--- config.mk ---
export PLATFORM = sky130hd
export DESIGN_NAME = udma_host_burst_term
export DESIGN_NICKNAME = d
export VERILOG_FILES = /design/src/rtl/udma_hterm_pkg.sv /design/src/rtl/udma_hterm_sync.sv /design/src/rtl/udma_hterm_path.sv /design/src/rtl/udma_hterm_seq.sv /design/src/rtl/udma_host_burst_term.sv
export SDC_FILE = /design/constraint.sdc
export NUM_CORES = 1
export LEC_CHECK = 0
export ABC_AREA = 0
export CORE_MARGIN = 5
export CORE_UTILIZATION = 25
export CTS_CLUSTER_SIZE = 10
export DETAILED_ROUTE_END_ITERATION = 16
export PLACE_DENSITY = 0.53
export SLEW_MARGIN = 5
export SYNTH_ARGS = -nofsm -noshare
export SYNTH_HDL_FRONTEND = slang
export SYNTH_SLANG_ARGS = --single-unit
--- constraint.sdc ---
create_clock -name clk -period 3.81 [get_ports clk]
set_input_delay 0.5715 -clock clk [delete_from_list [all_inputs] [get_ports clk]]
set_output_delay 0.5715 -clock clk [all_outputs]
set_load 0.02 [all_outputs]
--- src/rtl/udma_hterm_pkg.sv ---
package udma_hterm_pkg;

    localparam int unsigned BUS_W = 16;
    localparam logic [BUS_W-1:0] CRC_SEED = 16'h4ABA;
    localparam logic [BUS_W-1:0] CRC_POLY = 16'h1021;

    typedef enum logic [2:0] {
        S_IDLE,
        S_XFER,
        S_SETTLE,
        S_STOPPED,
        S_HOLD,
        S_DONE
    } seq_state_e;

    // Commands from the sequencer to the strobe/data path
    typedef struct packed {
        logic init;     // burst opens: reseed CRC, strobe high
        logic toggle;   // data edge: flip strobe, drive word, fold CRC
        logic park;     // raise strobe without data
        logic crc_out;  // put CRC on the bus
    } path_ctl_t;

    // One word folded into the CRC, most significant bit first
    function automatic logic [BUS_W-1:0] crc_step(input logic [BUS_W-1:0] c,
                                                  input logic [BUS_W-1:0] w);
        logic [BUS_W-1:0] r;
        r = c;
        for (int i = BUS_W - 1; i >= 0; i--) begin
            if (r[BUS_W-1] ^ w[i]) r = {r[BUS_W-2:0], 1'b0} ^ CRC_POLY;
            else                   r = {r[BUS_W-2:0], 1'b0};
        end
        return r;
    endfunction

endpackage

--- src/rtl/udma_hterm_sync.sv ---
module udma_hterm_sync #(
    parameter int unsigned STAGES  = 2,
    parameter logic        RST_VAL = 1'b0
) (
    input  logic clk,
    input  logic rst,
    input  logic async_i,
    output logic sync_o
);
    logic [STAGES-1:0] chain_q;

    generate
        for (genvar g = 0; g < STAGES; g++) begin : g_stage
            if (g == 0) begin : g_first
                always_ff @(posedge clk) begin
                    if (rst) chain_q[g] <= RST_VAL;
                    else     chain_q[g] <= async_i;
                end
            end else begin : g_next
                always_ff @(posedge clk) begin
                    if (rst) chain_q[g] <= RST_VAL;
                    else     chain_q[g] <= chain_q[g-1];
                end
            end
        end
    endgenerate

    assign sync_o = chain_q[STAGES-1];
endmodule

--- src/rtl/udma_hterm_path.sv ---
module udma_hterm_path
    import udma_hterm_pkg::*;
(
    input  logic             clk,
    input  logic             rst,
    input  path_ctl_t        ctl_i,
    input  logic [BUS_W-1:0] tx_word_i,
    output logic             strobe_o,
    output logic [BUS_W-1:0] bus_o,
    output logic [BUS_W-1:0] crc_o
);
    logic             strobe_q;
    logic [BUS_W-1:0] bus_q;
    logic [BUS_W-1:0] crc_q;

    always_ff @(posedge clk) begin
        if (rst) begin
            strobe_q <= 1'b1;
            bus_q    <= '0;
            crc_q    <= CRC_SEED;
        end else if (ctl_i.init) begin
            strobe_q <= 1'b1;
            crc_q    <= CRC_SEED;
        end else if (ctl_i.toggle) begin
            strobe_q <= ~strobe_q;
            bus_q    <= tx_word_i;
            crc_q    <= crc_step(crc_q, tx_word_i);
        end else begin
            if (ctl_i.park)    strobe_q <= 1'b1;
            if (ctl_i.crc_out) bus_q    <= crc_q;
        end
    end

    // a park command always leaves the strobe high
    p_park_high_r6: assert property (@(posedge clk) disable iff (rst)
        ctl_i.park |=> strobe_q);

    // CRC register is not disturbed by a park-only cycle
    p_park_keeps_crc_r7: assert property (@(posedge clk) disable iff (rst)
        (ctl_i.park && !ctl_i.toggle && !ctl_i.init) |=> $stable(crc_q));

    assign strobe_o = strobe_q;
    assign bus_o    = bus_q;
    assign crc_o    = crc_q;
endmodule

--- src/rtl/udma_hterm_seq.sv ---
module udma_hterm_seq
    import udma_hterm_pkg::*;
#(
    parameter int unsigned CNT_W = 8
) (
    input  logic             clk,
    input  logic             rst,
    input  logic             start_i,
    input  logic             stop_req_i,
    input  logic             tx_valid_i,
    input  logic             req_s_i,
    input  logic             rdy_s_i,
    input  logic             strobe_i,
    input  logic [CNT_W-1:0] cfg_cyc_i,
    input  logic [CNT_W-1:0] cfg_ss_i,
    input  logic [CNT_W-1:0] cfg_mli_i,
    input  logic [CNT_W-1:0] cfg_dvs_i,
    output path_ctl_t        ctl_o,
    output logic             tx_pop_o,
    output logic             stop_o,
    output logic             ack_n_o,
    output logic             done_o
);
    localparam logic [CNT_W-1:0] CNT_MAX = '1;
    localparam logic [CNT_W:0]   ONE_X   = (CNT_W+1)'(1);

    seq_state_e       st_q, st_d;
    logic [CNT_W-1:0] gap_q, mli_q, dvs_q;
    logic             rdy_d1_q, stop_q, ack_n_q, done_q;
    logic             launch, fire, quiet, hold_ok, settle_ok, release_now;

    function automatic logic reached(input logic [CNT_W-1:0] c,
                                     input logic [CNT_W-1:0] lim);
        return ({1'b0, c} + ONE_X) >= {1'b0, lim};
    endfunction

    function automatic logic [CNT_W-1:0] bump(input logic [CNT_W-1:0] c);
        return (c == CNT_MAX) ? c : c + 1'b1;
    endfunction

    always_comb begin
        launch      = (st_q == S_IDLE) && start_i && req_s_i;
        fire        = (st_q == S_XFER) && !stop_req_i && tx_valid_i
                      && rdy_s_i && rdy_d1_q && reached(gap_q, cfg_cyc_i);
        settle_ok   = (st_q == S_SETTLE) && reached(gap_q, cfg_ss_i);
        quiet       = (st_q == S_STOPPED) && !req_s_i;
        hold_ok     = strobe_i && stop_q && !req_s_i && !rdy_s_i;
        release_now = (st_q == S_HOLD) && hold_ok
                      && reached(mli_q, cfg_mli_i) && reached(dvs_q, cfg_dvs_i);
        ctl_o       = '{init: launch, toggle: fire, park: quiet, crc_out: quiet};
        tx_pop_o    = fire;
    end

    always_comb begin
        st_d = st_q;
        unique case (st_q)
            S_IDLE:    if (launch)      st_d = S_XFER;
            S_XFER:    if (stop_req_i)  st_d = S_SETTLE;
            S_SETTLE:  if (settle_ok)   st_d = S_STOPPED;
            S_STOPPED: if (quiet)       st_d = S_HOLD;
            S_HOLD:    if (release_now) st_d = S_DONE;
            S_DONE:                     st_d = S_IDLE;
            default:                    st_d = S_IDLE;
        endcase
    end

    always_ff @(posedge clk) begin
        if (rst) begin
            st_q     <= S_IDLE;
            gap_q    <= '0;
            mli_q    <= '0;
            dvs_q    <= '0;
            rdy_d1_q <= 1'b0;
            stop_q   <= 1'b0;
            ack_n_q  <= 1'b1;
            done_q   <= 1'b0;
        end else begin
            st_q     <= st_d;
            rdy_d1_q <= rdy_s_i;
            gap_q    <= (launch || fire) ? '0 : bump(gap_q);
            mli_q    <= (quiet || !hold_ok) ? '0 : bump(mli_q);
            dvs_q    <= quiet ? '0 : bump(dvs_q);
            done_q   <= (st_q == S_DONE);
            if (settle_ok)           stop_q <= 1'b1;
            else if (st_q == S_DONE) stop_q <= 1'b0;
            if (launch)              ack_n_q <= 1'b0;
            else if (release_now)    ack_n_q <= 1'b1;
        end
    end

    // STOP only drops at the close of the handshake
    p_stop_held_r5: assert property (@(posedge clk) disable iff (rst)
        $fell(stop_q) |-> $past(st_q == S_DONE));

    // acknowledge only falls when a request was seen
    p_ack_needs_req_r2: assert property (@(posedge clk) disable iff (rst)
        $fell(ack_n_q) |-> $past(req_s_i && start_i));

    assign stop_o  = stop_q;
    assign ack_n_o = ack_n_q;
    assign done_o  = done_q;
endmodule

--- src/rtl/udma_host_burst_term.sv ---
module udma_host_burst_term
    import udma_hterm_pkg::*;
#(
    parameter int unsigned CNT_W       = 8,
    parameter int unsigned SYNC_STAGES = 2
) (
    input  logic             clk,
    input  logic             rst,
    input  logic             start_i,
    input  logic             stop_req_i,
    input  logic [15:0]      tx_data_i,
    input  logic             tx_valid_i,
    output logic             tx_pop_o,
    input  logic             dev_req_i,
    input  logic             dev_rdy_n_i,
    input  logic [CNT_W-1:0] cfg_cyc_i,
    input  logic [CNT_W-1:0] cfg_ss_i,
    input  logic [CNT_W-1:0] cfg_mli_i,
    input  logic [CNT_W-1:0] cfg_dvs_i,
    output logic             wr_strobe_o,
    output logic             stop_o,
    output logic             host_ack_n_o,
    output logic [15:0]      data_o,
    output logic             done_o
);
    logic       req_s, rdy_n_s, rdy_s;
    path_ctl_t  ctl;
    logic [15:0] crc_w;

    udma_hterm_sync #(.STAGES(SYNC_STAGES), .RST_VAL(1'b0)) u_req_sync (
        .clk(clk), .rst(rst), .async_i(dev_req_i), .sync_o(req_s)
    );

    udma_hterm_sync #(.STAGES(SYNC_STAGES), .RST_VAL(1'b1)) u_rdy_sync (
        .clk(clk), .rst(rst), .async_i(dev_rdy_n_i), .sync_o(rdy_n_s)
    );

    assign rdy_s = ~rdy_n_s;

    udma_hterm_seq #(.CNT_W(CNT_W)) u_seq (
        .clk(clk), .rst(rst),
        .start_i(start_i), .stop_req_i(stop_req_i), .tx_valid_i(tx_valid_i),
        .req_s_i(req_s), .rdy_s_i(rdy_s), .strobe_i(wr_strobe_o),
        .cfg_cyc_i(cfg_cyc_i), .cfg_ss_i(cfg_ss_i),
        .cfg_mli_i(cfg_mli_i), .cfg_dvs_i(cfg_dvs_i),
        .ctl_o(ctl), .tx_pop_o(tx_pop_o), .stop_o(stop_o),
        .ack_n_o(host_ack_n_o), .done_o(done_o)
    );

    udma_hterm_path u_path (
        .clk(clk), .rst(rst), .ctl_i(ctl), .tx_word_i(tx_data_i),
        .strobe_o(wr_strobe_o), .bus_o(data_o), .crc_o(crc_w)
    );

    // Checker support: cycles since the strobe last changed
    logic [CNT_W-1:0] edge_age_q;
    logic             strobe_prev_q;
    always_ff @(posedge clk) begin
        if (rst) begin
            edge_age_q    <= '0;
            strobe_prev_q <= 1'b1;
        end else begin
            strobe_prev_q <= wr_strobe_o;
            if (host_ack_n_o || (wr_strobe_o != strobe_prev_q)) edge_age_q <= '0;
            else if (edge_age_q != '1)                          edge_age_q <= edge_age_q + 1'b1;
        end
    end

    // every pop is matched by a strobe change
    p_pop_makes_edge_r3: assert property (@(posedge clk) disable iff (rst)
        tx_pop_o |=> (wr_strobe_o != $past(wr_strobe_o)));

    // STOP keeps its distance from the last strobe edge
    p_stop_spacing_r5: assert property (@(posedge clk) disable iff (rst)
        $rose(stop_o) |-> (({1'b0, edge_age_q} + 1'b1) >= {1'b0, cfg_ss_i}));

    // once STOP is up the strobe never falls
    p_no_fall_in_stop_r6: assert property (@(posedge clk) disable iff (rst)
        (stop_o && $past(stop_o)) |-> !$fell(wr_strobe_o));

    // the bus carries the CRC when the acknowledge is released
    p_crc_at_release_r7: assert property (@(posedge clk) disable iff (rst)
        $rose(host_ack_n_o) |-> (data_o == crc_w));

    // release only with strobe high, STOP up, request and ready gone
    p_release_cond_r8: assert property (@(posedge clk) disable iff (rst)
        $rose(host_ack_n_o) |-> $past(wr_strobe_o && stop_o && !req_s && !rdy_s));

    // done follows release by one cycle and STOP drops with it
    p_done_follows_r9: assert property (@(posedge clk) disable iff (rst)
        $rose(host_ack_n_o) |=> (done_o && !stop_o));
endmodule

After elaboration in Yosys (flattened, before gate mapping)

Index checks and enable logic that the tools add are counted.

Bits in registers: 68
Bits in latches: 0
Memory bits (writable): 0
Bits in read-only memories: 0
Input port bits: 55
Output and inout bits: 21
Logic and storage cells: 178
Memories: 0

Add/sub/neg operators: 6
Multiply operators: 0
Div/mod/pow operators: 0
Order comparisons: 4
Equal/unequal tests: 13
Shift-type cells: 0
Multiplexer cells: 75
Bitwise gates (word level): 35
Reduce and logical (&&, ||, !) cells: 30

Operators by type and width:

| kind                | count |
|---|---|
| $mux 16             | 47 |
| $mux 13             | 16 |
| $not 3->3           | 16 |
| $ge 9x8->1          | 4 |
| $add 8x1->9 const B | 3 |
| $add 8x1->8 const B | 3 |
| $eq 8x8->1 const B  | 3 |
| $xor 1x1->1         | 16 |
| $logic_and 1x1->1   | 15 |
| $mux 3              | 5 |
| $pmux 3 s5          | 1 |
| $ne 2x1->1 const B  | 4 |
| $reduce_or 2->1     | 4 |
| $eq 3x2->1 const B  | 2 |
| $eq 3x3->1 const B  | 2 |
| $mux 1              | 6 |
| $reduce_bool 2->1   | 3 |
| $reduce_and 5->1    | 1 |
| $eq 3x1->1 const B  | 1 |
| $logic_not 1->1     | 3 |
| $logic_not 3->1     | 1 |
| $not 1->1           | 3 |
| $logic_or 1x1->1    | 2 |
| $ne 2x2->1 const B  | 1 |
| $reduce_and 2->1    | 1 |

Depth between registers and ports, before layout

Depth after elaboration: 81
Mapped depth: 14

Hierarchy

A second synthesis with hierarchy kept.

Cell total of the unflattened synthesis: 489
Area, all modules: 4374.2 um^2

By module, submodules not included:

| module               | instances | cells an instance | area each (um^2) | sequential area each (um^2) |
|---|---|---|---|---|
| udma_hterm_seq       | 1         | 285               | 2341.0           | 620.6 |
| udma_hterm_path      | 1         | 195               | 1924.3           | 660.6 |
| udma_hterm_sync      | 2         | 4                 | 52.6             | 40.0 |
| udma_host_burst_term | 1         | 1                 | 3.8              | 0.0 |

Worst setup path after synthesis

OpenSTA, ideal clock, no wires.

Kind: register to output
From: register u_seq.gap_q[0]
To: output port tx_pop_o
Arrival: 2577 ps
Required time: 3239 ps
Path slack: 661 ps
Stages on the path, launching flop included: 13
Cells stage by stage: dfxtp_1 > ha_1 > nand3_1 > nor2_1 > xor2_1 > ha_1 > nand3_1 > nor2_1 > a211oi_1 > a21boi_2 > or2_1 > inv_2 > buf_2

Word-level cells in the longest chain between the ends: 3

Ends and longest elaborated chain:

| what                   | line                       | RTL |
|---|---|---|
| from (decl)            | udma_hterm_seq.sv:28       | `logic [CNT_W-1:0] gap_q, mli_q, dvs_q;` |
| from (signal assigned) | udma_hterm_seq.sv:80       | `gap_q <= (launch \|\| fire) ? '0 : bump(gap_q);` |
| $add 8x1->9            | udma_hterm_seq.sv:34       | `return ({1'b0, c} + ONE_X) >= {1'b0, lim};` |
| $ge 9x8->1             | udma_hterm_seq.sv:34       |  |
| $logic_and 1x1->1      | udma_hterm_seq.sv:44       | `&& rdy_s_i && rdy_d1_q && reached(gap_q, cfg_cyc_i);` |
| to (decl)              | udma_host_burst_term.sv:13 | `output logic tx_pop_o,` |

Every way passes these cells.

Final worst setup path

From: register u_seq.gap_q[1]
To: output port tx_pop_o

The elaborated chain is that of the path after synthesis.

==> results.py <==
metrics = {
    "global_routing": {
        "gr-usage-all-layers_pct": 10.82,
        "first_global_vias": 3539,
        "grt_overflow": 0,
        "antenna_found_initial": 0,
        "first_pass_grt_wire_length_um": 17480,
        "maximum_number_of_pins_on_one_net_before_global_route_repair": 22,
    },
    "power_and_ir_drop": {
        "net_switching_fraction_of_the_power_pct": 23.45,
        "power.density_cell_area_nw_per_um2": 381.9,
        "ir_worst_vdd_v": 0.0002811,
        "clkPwrFrac_pct": 48.3,
        "seq_power_share_pct": 35.0,
        "pwr-share-comb_pct": 16.7,
        "total_switching_power_uw": 506.5,
        "intPower_mw": 1.653,
        "leakagePower_nw": 2.361,
    },
    "die": {
        "die_area_sq_um": 19740,
        "die_height_um": 140.5,
        "initial_utilization_pct": 25.58,
        "count_of_standard_cell_rows": 47,
        "core_area_sq_um": 16640,
        "die_width_um": 140.5,
        "ios": 76,
    },
    "critical_path": {
        "cp_data_arrival_time_ns": 3.00,
        "worstPathRequired_ns": 3.24,
        "worst-path-buf-inv": 2,
        "worst_setup_path_start_kind": "flop",
        "critPathCaptureType": "primary output",
        "critPathMaxFanout": 4,
        "path_depth": 12,
        "critPathSlowestCell": "sky130_fd_sc_hd__dfxtp_1",
        "cell_by_cell_trace_of_the_critical_path": "ha_1 > nand3_1 > nor2_1 > xor2_1 > ha_1 > nand3_1 > nor2_1 > a211oi_2 > a21boi_2 > or2_1 > inv_2 > dlygate4sd2_1",
        "crit_path_max_incr_delay_ns": 0.38,
        "worstSetupPathType": "flop to primary output",
        "r2r_cells": 12,
        "worst_path_dominant_cell_family": "simple AND/OR/NAND/NOR gates",
    },
    "routing": {
        "mean_number_of_vias_per_cell": 4.409,
        "first_pass_iters": 4,
        "finalWirelength_um": 10470,
        "drt_first_iter_violations": 103,
        "drt_drc_violations_left": 0,
        "detailroute.via_count": 3435,
        "routed_wire_length_per_instance_um": 13.44,
        "antenna_violating_nets_post_route": 0,
    },
    "timing": {
        "finalClockSkew_ns": 0.005140,
        "worst_hold_slack_ns": 0.4129,
        "max_slew.worst_pin.slew_ns": 0.5531,
        "maxSlewHeadroom_pct": 63.01,
        "grt_setup_unrepaired": "no",
        "post-route-min-period_ns": 3.575,
        "clock.fmax_mhz": 279.7,
        "final.period_utilization_pct": 93.83,
        "hold_violations_final": 0,
        "pins_over_their_slew_limit": 0,
        "setup_tns_ns": 0,
        "setup-violations-final": 0,
    },
    "final_layout": {
        "area_growth_pct": 32.82,
        "final_core_util_pct": 33.98,
        "most-common-layout-cells": "sky130_fd_sc_hd__clkdlybuf4s50_1, sky130_fd_sc_hd__nor2_1, sky130_fd_sc_hd__dfxtp_1, sky130_fd_sc_hd__inv_1, sky130_fd_sc_hd__xnor2_1",
        "finalInstanceArea_sq_um": 5655,
        "layout.filler_cells": 1701,
        "layout.cells.most_common": "sky130_fd_sc_hd__clkdlybuf4s50_1",
        "antenna-diode-count": 0,
        "drive_above_1_share_pct": 9.481,
        "nNetsFinal": 644,
    },
    "clock_tree": {
        "cts_num_sinks": 68,
        "cts-buffers-inserted": 9,
        "post_cts_buffers": 0,
        "root_buffer": "sky130_fd_sc_hd__clkbuf_16",
        "clock_path_buffers": 2,
        "clkLatencyLatePin_ns": 0.33,
        "tritoncts": "done",
        "htree_levels": 3,
        "clkSlewWorstSetupHoldPaths_ns": 0.06,
    },
    "synthesis": {
        "post_synth.cell_area_avg_sq_um": 8.945,
        "top_ff_cell_synth": "sky130_fd_sc_hd__dfxtp_1",
        "synth.lib_cells_used.distinct": 52,
        "synth_async_sr_flop_share_pct": 0,
        "syn_inst": 476,
        "netlist_area_sq_um": 4258,
        "library_cell_occupying_the_most_area_in_the_post_synthesis_netlist": "sky130_fd_sc_hd__dfxtp_1",
        "synth_seq_cells": 68,
        "synth_top_area_share_pct": 31.97,
        "synth-warning-count": 0,
        "synth.area.top_cells": "sky130_fd_sc_hd__dfxtp_1, sky130_fd_sc_hd__ha_1, sky130_fd_sc_hd__xnor2_1",
        "syn-num-nets": 566,
        "synth_enable_flop_cells": 0,
        "synth_sequential_area_ratio_pct": 31.97,
    },
    "placement": {
        "place.gp.congestion": 0.8203,
        "place.detailed.hpwl_um": 8145,
        "placement.io_buffers": 75,
        "dpl-instance-area_sq_um": 5276,
    },
    "worst_hold_path": {
        "hold_path_depth": 1,
        "hp-class": "flop to flop",
    },
    "job": {
        "max-cap-violations": 0,
    },
    "outcome": {
        "run_status": "finished, final reports clean",
    },
}
==> routing by layer <==
metal / up-vias / share of wire (%) / GRT usage [%]
li1: 1772 / - / -
met1: 1580 / 49 / 14.16
met2: 71 / 46 / 17.69
met3: 12 / 4.6 / 2.897
met4: 0 / 0.94 / 2.805
met5: - / 0 / 0
==> power groups by stage <==
stage               Combinational (mW)  Clock, mW  Sequential, mW
floorplan                        0.246          0           0.766
global placement                 0.362          0           0.770
detailed placement               0.364          0           0.771
CTS                              0.366       1.07           0.755
global route                     0.399       1.10           0.759
finish                           0.361       1.04           0.756
==> final timing paths <==
check	endpoint	start	slack, ns
worst min register to register	u_rdy_sync.sync_o	u_rdy_sync.chain_q[0]	0.41
worst min-delay path	u_rdy_sync.sync_o	u_rdy_sync.chain_q[0]	0.41
worst max-delay path	tx_pop_o	u_seq.gap_q[1]	0.24
worst max register to register	u_seq.gap_q[1]	u_seq.gap_q[1]	0.87
==> kinds of logic after synthesis <==
logic type | Yosys count | share of synthesized area, %
flip-flops | 68 | 31.97
XOR/XNOR | 74 | 19.37
multiplexers | 18 | 4.231
buffers and inverters | 62 | 5.701
AND/OR/NAND/NOR | 141 | 16.31
adder cells (fa/ha/maj) | 35 | 10.29
AO/OA/AOI/OAI | 78 | 12.14
==> flip-flops by register name (all words and copies together) (netlist names) <==
register	flops
u_path.bus_o	16
u_path.crc_o	16
u_path.strobe_o	1
u_rdy_sync.chain_q	1
u_rdy_sync.sync_o	1
u_req_sync.chain_q	1
u_req_sync.sync_o	1
u_seq.ack_n_o	1
u_seq.done_o	1
u_seq.dvs_q	8
u_seq.gap_q	8
u_seq.mli_q	8
u_seq.rdy_d1_q	1
u_seq.st_q	3
u_seq.stop_o	1
==> cell usage after synthesis, types with 2 or more instances <==
| master | count |
|---|---|
| sky130_fd_sc_hd__buf_1 | 2 |
| sky130_fd_sc_hd__xor2_2 | 2 |
| sky130_fd_sc_hd__xnor3_2 | 2 |
| sky130_fd_sc_hd__mux2i_1 | 18 |
| sky130_fd_sc_hd__xor2_1 | 15 |
| sky130_fd_sc_hd__nand3_1 | 13 |
| sky130_fd_sc_hd__buf_2 | 3 |
| sky130_fd_sc_hd__a21o_1 | 3 |
| sky130_fd_sc_hd__ha_1 | 35 |
| sky130_fd_sc_hd__o21ai_0 | 6 |
| sky130_fd_sc_hd__xnor3_1 | 5 |
| sky130_fd_sc_hd__nand2_1 | 14 |
| sky130_fd_sc_hd__inv_2 | 2 |
| sky130_fd_sc_hd__a211oi_1 | 23 |
| sky130_fd_sc_hd__and3_1 | 4 |
| sky130_fd_sc_hd__nor2b_1 | 7 |
| sky130_fd_sc_hd__a221o_1 | 2 |
| sky130_fd_sc_hd__dfxtp_1 | 68 |
| sky130_fd_sc_hd__nor3_2 | 3 |
| sky130_fd_sc_hd__xnor2_2 | 4 |
| sky130_fd_sc_hd__o21ai_1 | 5 |
| sky130_fd_sc_hd__o211ai_1 | 5 |
| sky130_fd_sc_hd__nor3_1 | 7 |
| sky130_fd_sc_hd__nor2_1 | 67 |
| sky130_fd_sc_hd__a21oi_1 | 24 |
| sky130_fd_sc_hd__xnor2_1 | 44 |
| sky130_fd_sc_hd__nand2b_1 | 6 |
| sky130_fd_sc_hd__or2_2 | 5 |
| sky130_fd_sc_hd__xor3_2 | 2 |
| sky130_fd_sc_hd__inv_1 | 45 |
| sky130_fd_sc_hd__o21a_1 | 2 |
| sky130_fd_sc_hd__nor2_2 | 2 |
| sky130_fd_sc_hd__nand4_1 | 4 |
| sky130_fd_sc_hd__clkbuf_1 | 9 |
==> per-stage QoR <==
| step | worst slack, ns | power, mW | cells |
|---|---|---|---|
| after floorplan | 0.6611 | 1.012 | 476 |
| after global placement | 0.3186 | 1.131 | 763 |
| after detailed placement | 0.2332 | 1.135 | 763 |
| after CTS | 0.08588 | 2.190 | 779 |
| after global routing | 0.05689 | 2.263 | 779 |
| final | 0.2352 | 2.160 | 779 |
==> repair_timing <==
action                     CTS  global route
gates resized for setup      1             2
setup endpoints to repair    1             1
hold buffers                 0             0
==> cell type report <==
| class | instances | area, sq um | area share, % |
|---|---|---|---|
| clock buffer | 10 | 239.0 | 4.226 |
| tap | 220 | 275.3 | 4.867 |
| multi-input combinational | 346 | 2665 | 47.12 |
| sequential | 68 | 1363 | 24.09 |
| inverter | 47 | 176.4 | 3.119 |
| clock inverter | 6 | 135.1 | 2.389 |
| timing repair buffer | 82 | 802.0 | 14.18 |
Note: power is estimated with default switching activity, not from simulation.
